## config.mk

```make
export PLATFORM = sky130hd
export DESIGN_NAME = pwm_cmp_timer
export DESIGN_NICKNAME = d
export VERILOG_FILES = /design/src/rtl/pwmt_pkg.sv /design/src/rtl/pwmt_edge_sync.sv /design/src/rtl/pwmt_tick_gen.sv /design/src/rtl/pwmt_cmp_chan.sv /design/src/rtl/pwm_cmp_timer.sv
export SDC_FILE = /design/constraint.sdc
export NUM_CORES = 1
export LEC_CHECK = 0
export BUFFER_PORTS_ARGS = -buffer_cell sky130_fd_sc_hd__clkbuf_2
export CORE_MARGIN = 5
export CORE_UTILIZATION = 45
export DETAILED_ROUTE_END_ITERATION = 16
export HOLD_SLACK_MARGIN = 0.15
export PLACE_DENSITY = 0.67
export SYNTH_ARGS = -nofsm -noshare
export SYNTH_HDL_FRONTEND = slang
export SYNTH_SLANG_ARGS = --single-unit
```

## constraint.sdc

```tcl
create_clock -name clk -period 1.83 [get_ports clk]
set_input_delay 0.366 -clock clk [delete_from_list [all_inputs] [get_ports clk]]
set_output_delay 0.366 -clock clk [all_outputs]
set_load 0.005 [all_outputs]
```

## src/rtl/pwmt_pkg.sv

```systemverilog
package pwmt_pkg;
  typedef enum logic [1:0] {
    CK_DIV2 = 2'b00,
    CK_DIV4 = 2'b01,
    CK_DIV8 = 2'b10,
    CK_EXT  = 2'b11
  } ck_sel_e;
  localparam int CNT_W = 16;
  localparam int NCH = 2;
  localparam int NFLAG = 4;
endpackage

```

## src/rtl/pwmt_edge_sync.sv

```systemverilog
module pwmt_edge_sync #(
  parameter int STAGES = 2
) (
  input  logic clk,
  input  logic rst_n,
  input  logic din,
  output logic rise
);
  logic [STAGES:0] sh;

  always_ff @(posedge clk) begin
    if (!rst_n) sh <= '0;
    else        sh <= {sh[STAGES-1:0], din};
  end

  assign rise = sh[STAGES-1] & ~sh[STAGES];

  assert_rise_gap_R2: assert property (@(posedge clk) disable iff (!rst_n)
    rise |=> !rise);
endmodule

```

## src/rtl/pwmt_tick_gen.sv

```systemverilog
module pwmt_tick_gen
  import pwmt_pkg::*;
#(
  parameter int DIV_W = 3
) (
  input  logic       clk,
  input  logic       rst_n,
  input  logic [1:0] ck_sel,
  input  logic       ext_rise,
  output logic       tick
);
  logic [DIV_W-1:0] pc;
  logic [DIV_W-1:0] mask;

  always_ff @(posedge clk) begin
    if (!rst_n) pc <= '0;
    else        pc <= pc + 1'b1;
  end

  always_comb begin
    mask = '0;
    unique case (ck_sel_e'(ck_sel))
      CK_DIV2: mask = DIV_W'(1);
      CK_DIV4: mask = DIV_W'(3);
      CK_DIV8: mask = DIV_W'(7);
      default: mask = '0;
    endcase
  end

  assign tick = (ck_sel == CK_EXT) ? ext_rise : ((pc & mask) == mask);

  assert_tick_gap_R2: assert property (@(posedge clk) disable iff (!rst_n)
    (tick && $stable(ck_sel)) |=> !tick);
endmodule

```

## src/rtl/pwmt_cmp_chan.sv

```systemverilog
module pwmt_cmp_chan #(
  parameter int W = 16
) (
  input  logic         clk,
  input  logic         rst_n,
  input  logic         wr_hi,
  input  logic         wr_lo,
  input  logic [7:0]   wr_byte,
  output logic [W-1:0] val,
  output logic         armed
);
  localparam int HB = W - 8;

  always_ff @(posedge clk) begin
    if (!rst_n) begin
      val   <= '0;
      armed <= 1'b0;
    end else if (wr_hi) begin
      val[W-1:8] <= wr_byte[HB-1:0];
      armed      <= 1'b0;
    end else if (wr_lo) begin
      val[7:0] <= wr_byte;
      armed    <= 1'b1;
    end
  end

  assert_hi_disarms_R5: assert property (@(posedge clk) disable iff (!rst_n)
    wr_hi |=> !armed);
  assert_lo_arms_R5: assert property (@(posedge clk) disable iff (!rst_n)
    (wr_lo && !wr_hi) |=> armed);
endmodule

```

## src/rtl/pwm_cmp_timer.sv

```systemverilog
module pwm_cmp_timer
  import pwmt_pkg::*;
#(
  parameter int          W      = CNT_W,
  parameter logic [15:0] RELOAD = 16'hFFFC
) (
  input  logic         clk,
  input  logic         rst_n,
  input  logic [1:0]   ck_sel,
  input  logic         ext_clk,
  input  logic         pwm_en,
  input  logic         opm_en,
  input  logic         lvl1,
  input  logic         lvl2,
  input  logic         ocie,
  input  logic         icie,
  input  logic         gmask,
  input  logic         wr_en,
  input  logic [1:0]   wr_sel,
  input  logic [7:0]   wr_data,
  input  logic [3:0]   clr_flags,
  input  logic         icap1,
  input  logic         icap2,
  output logic         ocmp,
  output logic [W-1:0] cnt,
  output logic [W-1:0] cap2,
  output logic         ocf1,
  output logic         ocf2,
  output logic         icf1,
  output logic         icf2,
  output logic         irq
);
  localparam int NSYNC = 3;

  logic [NSYNC-1:0] raw_in, rise;
  logic             tick;
  logic [W-1:0]     cval [NCH];
  logic [NCH-1:0]   armed, match;
  logic             pwm_act, opm_act, opm_trig, reload;
  logic [NFLAG-1:0] flags, fset;

  assign raw_in = {icap2, icap1, ext_clk};

  for (genvar s = 0; s < NSYNC; s++) begin : g_sync
    pwmt_edge_sync #(.STAGES(2)) u_sync (
      .clk(clk), .rst_n(rst_n), .din(raw_in[s]), .rise(rise[s]));
  end

  pwmt_tick_gen #(.DIV_W(3)) u_tick (
    .clk(clk), .rst_n(rst_n), .ck_sel(ck_sel), .ext_rise(rise[0]), .tick(tick));

  for (genvar c = 0; c < NCH; c++) begin : g_cmp
    pwmt_cmp_chan #(.W(W)) u_chan (
      .clk(clk), .rst_n(rst_n),
      .wr_hi(wr_en && (wr_sel == 2'(2*c))),
      .wr_lo(wr_en && (wr_sel == 2'(2*c+1))),
      .wr_byte(wr_data), .val(cval[c]), .armed(armed[c]));
    assign match[c] = tick && armed[c] && (cnt == cval[c]);
  end

  // PWM takes priority over single-pulse mode
  assign pwm_act  = pwm_en;
  assign opm_act  = opm_en & ~pwm_en;
  assign opm_trig = opm_act & rise[1];
  assign reload   = opm_trig | (pwm_act & match[1]);

  always_ff @(posedge clk) begin
    if (!rst_n)      cnt <= RELOAD;
    else if (reload) cnt <= RELOAD;
    else if (tick)   cnt <= cnt + 1'b1;
  end

  always_ff @(posedge clk) begin
    if (!rst_n) ocmp <= 1'b0;
    else if (opm_trig) ocmp <= lvl1;
    else if (opm_act) begin
      if (match[0]) ocmp <= lvl2;
    end else begin
      if (match[1])      ocmp <= lvl2;
      else if (match[0]) ocmp <= lvl1;
    end
  end

  assign fset[0] = ~pwm_act & match[0];
  assign fset[1] = ~pwm_act & match[1];
  assign fset[2] = pwm_act ? match[1] : rise[1];
  assign fset[3] = rise[2];

  always_ff @(posedge clk) begin
    if (!rst_n) flags <= '0;
    else        flags <= (flags & ~clr_flags) | fset;
  end

  always_ff @(posedge clk) begin
    if (!rst_n)       cap2 <= '0;
    else if (rise[2]) cap2 <= cnt;
  end

  assign {icf2, icf1, ocf2, ocf1} = flags;
  assign irq = (((ocf1 | ocf2) & ocie) | ((icf1 | icf2) & icie)) & ~gmask;

  assert_reload_R3: assert property (@(posedge clk) disable iff (!rst_n)
    (pwm_en && tick && armed[1] && cnt == cval[1]) |=> (cnt == RELOAD));
  assert_hold_R2: assert property (@(posedge clk) disable iff (!rst_n)
    (!tick && !opm_trig) |=> $stable(cnt));
  assert_no_ocf_pwm_R6: assert property (@(posedge clk) disable iff (!rst_n)
    pwm_en |=> (!$rose(ocf1) && !$rose(ocf2)));
  assert_period_flag_R6: assert property (@(posedge clk) disable iff (!rst_n)
    (pwm_en && tick && armed[1] && cnt == cval[1]) |=> icf1);
  assert_irq_mask_R7: assert property (@(posedge clk) disable iff (!rst_n)
    gmask |-> !irq);
  assert_pwm_pin_R3: assert property (@(posedge clk) disable iff (!rst_n)
    (pwm_en && tick && armed[1] && cnt == cval[1]) |=> (ocmp == $past(lvl2)));
endmodule

```

### Word-level counts from Yosys, hierarchy flattened

Index checks and enable logic that the tools add are counted.

* add/subtract/negate cells: 2
* equal/unequal tests: 10
* multiplexer cells: 8
* bitwise gates (word level): 27
* reduce and logical (&&, ||, !) cells: 17

Operator list (count)
* == test 16 bit: 2
* adder 16 x 1 -> 16 bit, second input constant: 1
* AND 1 bit: 11
* case mux 3 bit (3 select lines): 1
* == test 2 bit, second input constant: 4
* logical AND 1 bit: 8
* inverter 1 bit: 8
* 2-to-1 mux 1 bit: 7
* AND reduction 2 bit: 3
* OR reduction 2 bit: 3
* AND 4 bit: 1
* == test 2 x 1 -> 1 bit, second input constant: 2
* logical NOT 2 bit: 2
* inverter 4 bit: 1
* OR 1 bit: 4
* OR 4 bit: 1
* adder 3 x 1 -> 3 bit, second input constant: 1
* AND 3 bit: 1
* == test 3 bit: 1
* inequality test 3 x 2 -> 1 bit, second input constant: 1
* nonzero test 3 bit: 1

* register bits: 83
* input bits: 29
* output and inout port bits: 38
* word-level logic and storage cells: 78

### Depth between registers and ports, before layout

* depth after elaboration: 11
* mapped depth: 9
* gate-level depth less buffers: 8

### Cells and area by module

Synthesis repeated with hierarchy kept, for this count alone.

* cell total of the unflattened synthesis: 391
* area, all modules: 3865.0 um^2

By module, submodules not included
* pwm_cmp_timer: instances 1, cells each 226, area an instance 2085.8 um^2, sequential area each 740.7 um^2
* pwmt_cmp_chan: instances 2, cells each 64, area an instance 668.1 um^2, sequential area each 340.3 um^2
* pwmt_edge_sync: instances 3, cells each 7, area an instance 92.6 um^2, sequential area each 60.1 um^2
* pwmt_tick_gen: instances 1, cells each 16, area an instance 165.2 um^2, sequential area each 60.1 um^2

### Worst setup path after synthesis

OpenSTA, ideal clock, no wires.

* path type: input to register
* start point: in ck_sel[0]
* end point: reg cnt[0]
* setup time: 0.115 ns
* data arrival time: 1.723 ns
* required time: 1.715 ns
* setup slack: -0.008 ns
* stages: 8
* path buffers: 0
* cell sequence: inv_1 > ha_1 > nor2b_1 > o31ai_4 > and3_4 > nand3_2 > nor3b_4 > and2_1

* cells in the longest elaborated chain, start to end: 10
* elaborated cells between the ends (all ways): 13
* classes of those cells: eq/ne (4); mux (2); bitwise (3); reduce/logical (4)

RTL lines
* start, declared: line pwm_cmp_timer.sv:9 `input logic [1:0] ck_sel,`
* == test 2 bit, or another cell as far along: line pwmt_tick_gen.sv:22 `unique case (ck_sel_e'(ck_sel))`
* case mux 3 bit (3 select lines): line pwmt_tick_gen.sv:22
* AND 3 bit: line pwmt_tick_gen.sv:30 `assign tick = (ck_sel == CK_EXT) ? ext_rise : ((pc & mask) == mask);`
* == test 3 bit: line pwmt_tick_gen.sv:30
* 2-to-1 mux 1 bit *: line pwmt_tick_gen.sv:30
* logical AND 1 bit (2 in series): line pwm_cmp_timer.sv:58 `assign match[c] = tick && armed[c] && (cnt == cval[c]);`
* AND 1 bit: line pwm_cmp_timer.sv:65 `assign reload = opm_trig | (pwm_act & match[1]);`
* OR 1 bit: line pwm_cmp_timer.sv:65
* OR reduction 2 bit (no line)
* end signal, assigned: line pwm_cmp_timer.sv:70 `else if (tick) cnt <= cnt + 1'b1;`
* end, declared: line pwm_cmp_timer.sv:25 `output logic [W-1:0] cnt,`

Every way passes the cells marked *; elsewhere a longest branch is shown, timed or not.
A chain may end at the register's enable or synchronous reset.

### Worst setup path after layout

* start point: reg cnt[1]
* end point: reg cnt[0]

* cells in the longest elaborated chain, start to end: 5

RTL lines (line)
* == test 16 bit: pwm_cmp_timer.sv:58
* logical AND 1 bit: pwm_cmp_timer.sv:58
* AND 1 bit: pwm_cmp_timer.sv:65
* OR 1 bit: pwm_cmp_timer.sv:65
* OR reduction 2 bit (no line)

Every way passes these cells.

==> results.sh <==
export IMPL_grt_max_degree=37
export IMPL_antenna_cells=0
export IMPL_cts_max_path_buffers=2
export IMPL_antenna_found_initial=0
export IMPL_clkLatencyLatePin_ns=0.36
export IMPL_wl_per_cell_um=14.78
export IMPL_path_cells="xnor2_1, nand4_1, nor3_4, nand3_2, nor3b_4, buf_6, and2_4"
export IMPL_drt_initial_drc_count=115
export IMPL_r2r_setup_slack_ns=0.09
export IMPL_r2r_start="cnt[1]$_SDFFE_PP0N_"
export IMPL_ctsHtreeMaxLevel=3
export IMPL_remaining_drc_errors=0
export IMPL_numCtsBuffers=9
export IMPL_io_buffers=66
export IMPL_worstHoldStart="icap2"
export IMPL_worstMarginPinSlew_ns=0.5967
export IMPL_fin_crit_sh=0.9482
export IMPL_cp_num_buf_inv=1
export IMPL_syn_nets=427
export IMPL_syn_cell_area_um2=3563
export IMPL_grt_usage=0.1816
export IMPL_cap_violations=0
export IMPL_nFillCells=725
export IMPL_setup_viol=0
export IMPL_initial_core_util=0.4611
export IMPL_fp_dieW_um=98.99
export IMPL_ys_ff_latch=83
export IMPL_synth_warnings=0
export IMPL_p_int_uw=2810
export IMPL_vias_per_cell=5.034
export IMPL_dpl_worst_slack_ns=-0.1916
export IMPL_p_leak_uw=0.001921
export IMPL_min_period_ns=1.735
export IMPL_cp_end_kind="flip-flop"
export IMPL_syn2layout_area_growth_pct=22.65
export IMPL_cts_tree="built"
export IMPL_hold_depth=2
export IMPL_p_sw_uw=863.8
export IMPL_vdd_ir_drop_max_uv=381.3
export IMPL_worst_setup_path_start_kind="flip-flop"
export IMPL_arrival_ns=2.00
export IMPL_overflow=0
export IMPL_slew_violations=0
export IMPL_fmax_mhz=576.3
export IMPL_powerDensity_nw_per_um2=840.6
export IMPL_ctsRootBufferMaster="clkbuf_8"
export IMPL_drive_above_1_share=0.2635
export IMPL_power_frac_seq=0.518
export IMPL_crit_required_ns=2.09
export IMPL_worstSetupPathType="flip-flop to flip-flop"
export IMPL_synth_cell_types=37
export IMPL_final_common_cell="dfxtp_1"
export IMPL_maxSlewHeadroom=0.6022
export IMPL_clock_skew_ns=0.007533
export IMPL_routed_wirelength_um=8631
export IMPL_rows=32
export IMPL_grt_pass1_vias=2852
export IMPL_die_area_um2=9798
export IMPL_total_power_uw=3674
export IMPL_hp_class="input pin to flip-flop"
export IMPL_vias=2940
export IMPL_rsz0062_at_grt="no"
export IMPL_io_pins=67
export IMPL_setup_ws_ns=0.09478
export IMPL_dp_hpwl_um=6487
export IMPL_crit_family="simple AND/OR/NAND/NOR gates"
export IMPL_clk_pin_slew_ns=0.08
export IMPL_critPathMaxFanout=5
export IMPL_power_frac_clock=0.402
export IMPL_status="complete, no violations"
export IMPL_critical_path_max_stage_delay_ns=0.51
export IMPL_worst_r2r_path_depth=7
export IMPL_hold_slack_ns=0.2097
export IMPL_hold_buffers=0
export IMPL_place_gp_congestion=0.8799
export IMPL_nNetsFinal=510
export IMPL_die_y_um=98.99
export IMPL_avgSynthCellArea_um2=9.044
export IMPL_hold_end="g_sync[2].u_sync.sh[0]$_SDFF_PN0_"
export IMPL_pwr_share_comb=0.080
export IMPL_antenna_left=0
export IMPL_swShare=0.2351
export IMPL_r2r_end="cnt[0]$_SDFFE_PP0N_"
export IMPL_grt_first_pass_wirelength_um=14170
export IMPL_final_area_um2=4370
export IMPL_netlist_instances=394
export IMPL_coreArea_um2=7727
export IMPL_cts_sinks=83
export IMPL_placed_cell_area_um2=4118
export IMPL_final_cell_mix="dfxtp_1 (80), nand2_1 (68), clkbuf_2 (66), nor2_1 (35), a21oi_1 (33)"
export IMPL_firstDrtPassIters=4
export IMPL_slowest_stage="dfxtp_1"
export IMPL_yosysSeqAreaShare=0.4663
export IMPL_finalHoldViolCount=0
-- final cells by class --
cell class                      count  area [um^2]  share of cell area
Multi-Input combinational cell    281         1772              0.4054
Sequential cell                    83         1665              0.3810
Inverter                            6        22.52            0.005153
Timing Repair Buffer               96        556.8              0.1274
Clock buffer                       10        137.6             0.03149
Tap cell                          102        127.6             0.02920
Clock inverter                      6        88.84             0.02033
-- registers in the layout, summed over array words and instances (netlist names) --
signal	cells
g_cmp.u_chan.val	32
g_sync.u_sync.sh	9
u_tick.pc	3
cap2	16
ocmp	1
flags	4
g_cmp.u_chan.armed	2
cnt	16
-- repair_timing --
action | in CTS | in global routing
endpoints found under the setup margin | 0 | 4
buffers inserted | 0 | 0
resized for setup | 0 | 7
-- worst register-to-register path: stages (launching register included) --
cell     delay (ns)
dfxtp_1        0.51
xnor2_1        0.16
nand4_1        0.17
nor3_4         0.26
nand3_2        0.11
nor3b_4        0.17
buf_6          0.14
and2_4         0.12
-- how the worst max path moves through the flow --
stage / startpoint / endpoint / slack, ns / depth (start not counted)
floorplan: ck_sel[0] / cnt[0]$_SDFFE_PP0N_ / 0.004 / 7
global placement: ck_sel[0] / ocmp$_SDFFE_PN0P_ / -0.11 / 10
detailed placement: ck_sel[0] / cnt[15]$_SDFFE_PP1N_ / -0.19 / 9
CTS: g_cmp[1].u_chan.val[13]$_SDFFE_PN0P_ / cnt[0]$_SDFFE_PP0N_ / 0.07 / 8
global route: g_cmp[1].u_chan.val[7]$_SDFFE_PN0P_ / ocmp$_SDFFE_PN0P_ / 0.001 / 8
finish: cnt[1]$_SDFFE_PP0N_ / cnt[0]$_SDFFE_PP0N_ / 0.09 / 7
-- logic make-up (layout without fill, tap and decap cells) --
kind of cell,Yosys count,in the layout,share of synthesized area
multiplexers,26,26,0.07303
adder cells (fa/ha/maj),4,4,0.01405
XOR/XNOR,47,47,0.1155
AND/OR/NAND/NOR,163,163,0.2268
flip-flops,83,83,0.4663
AO/OA/AOI/OAI,41,41,0.06390
buffers and inverters,30,118,0.04038
-- per-stage QoR --
step                      instances    util  setup TNS, ns
final                           584  0.5656              0
after global routing            584  0.5656              0
after floorplan                 394       -              0
after detailed placement        567  0.5329         -1.902
after global placement          567  0.5329         -1.002
after CTS                       583  0.5622              0
-- layer usage --
metal | track usage | part of all wire | up-vias
li1 | - | - | 1452
met1 | 0.2488 | 0.46 | 1384
met2 | 0.2825 | 0.46 | 90
met3 | 0.03326 | 0.065 | 14
met4 | 0.07143 | 0.016 | 0
met5 | 0 | 0 | -
-- power by group through the flow --
stage	logic, uW	registers (uW)	clock network (uW)
finish	295	1900	1480
floorplan	173	1940	0
detailed placement	289	1950	0
global placement	282	1940	0
CTS	291	1900	1500
global route	328	1910	1580
-- cells in the mapped netlist --
| master | instances | area share |
|---|---|---|
| nand3_1 | 5 | 0.0070 |
| clkbuf_1 | 10 | 0.011 |
| mux2i_1 | 26 | 0.073 |
| nor3_1 | 1 | 0.0014 |
| dfxtp_1 | 83 | 0.47 |
| nor4_1 | 3 | 0.0053 |
| nand2_1 | 68 | 0.072 |
| nand2b_4 | 1 | 0.0039 |
| xor2_1 | 16 | 0.039 |
| and3_4 | 1 | 0.0032 |
| buf_6 | 3 | 0.0095 |
| inv_1 | 6 | 0.0063 |
| ha_1 | 4 | 0.014 |
| buf_2 | 5 | 0.0070 |
| nor2_2 | 1 | 0.0018 |
| nand3b_1 | 3 | 0.0063 |
| nand4_1 | 6 | 0.011 |
| nor3_4 | 1 | 0.0046 |
| and4_1 | 3 | 0.0074 |
| nand4b_1 | 1 | 0.0025 |
| buf_1 | 4 | 0.0042 |
| or2_2 | 1 | 0.0018 |
| a21oi_1 | 33 | 0.046 |
| and2_1 | 12 | 0.021 |
| and3_1 | 5 | 0.0088 |
| clkbuf_2 | 2 | 0.0028 |
| and3_2 | 1 | 0.0021 |
| nor3b_4 | 1 | 0.0053 |
| nor2_1 | 35 | 0.037 |
| nand2b_1 | 7 | 0.012 |
| a31oi_1 | 3 | 0.0053 |
| xnor2_1 | 31 | 0.076 |
| o31ai_4 | 1 | 0.0060 |
| o21ai_0 | 3 | 0.0042 |
| nand3_2 | 1 | 0.0028 |
| nor2b_1 | 6 | 0.011 |
| a21boi_1 | 1 | 0.0021 |
No activity file was read; power rests on OpenSTA's default activity.
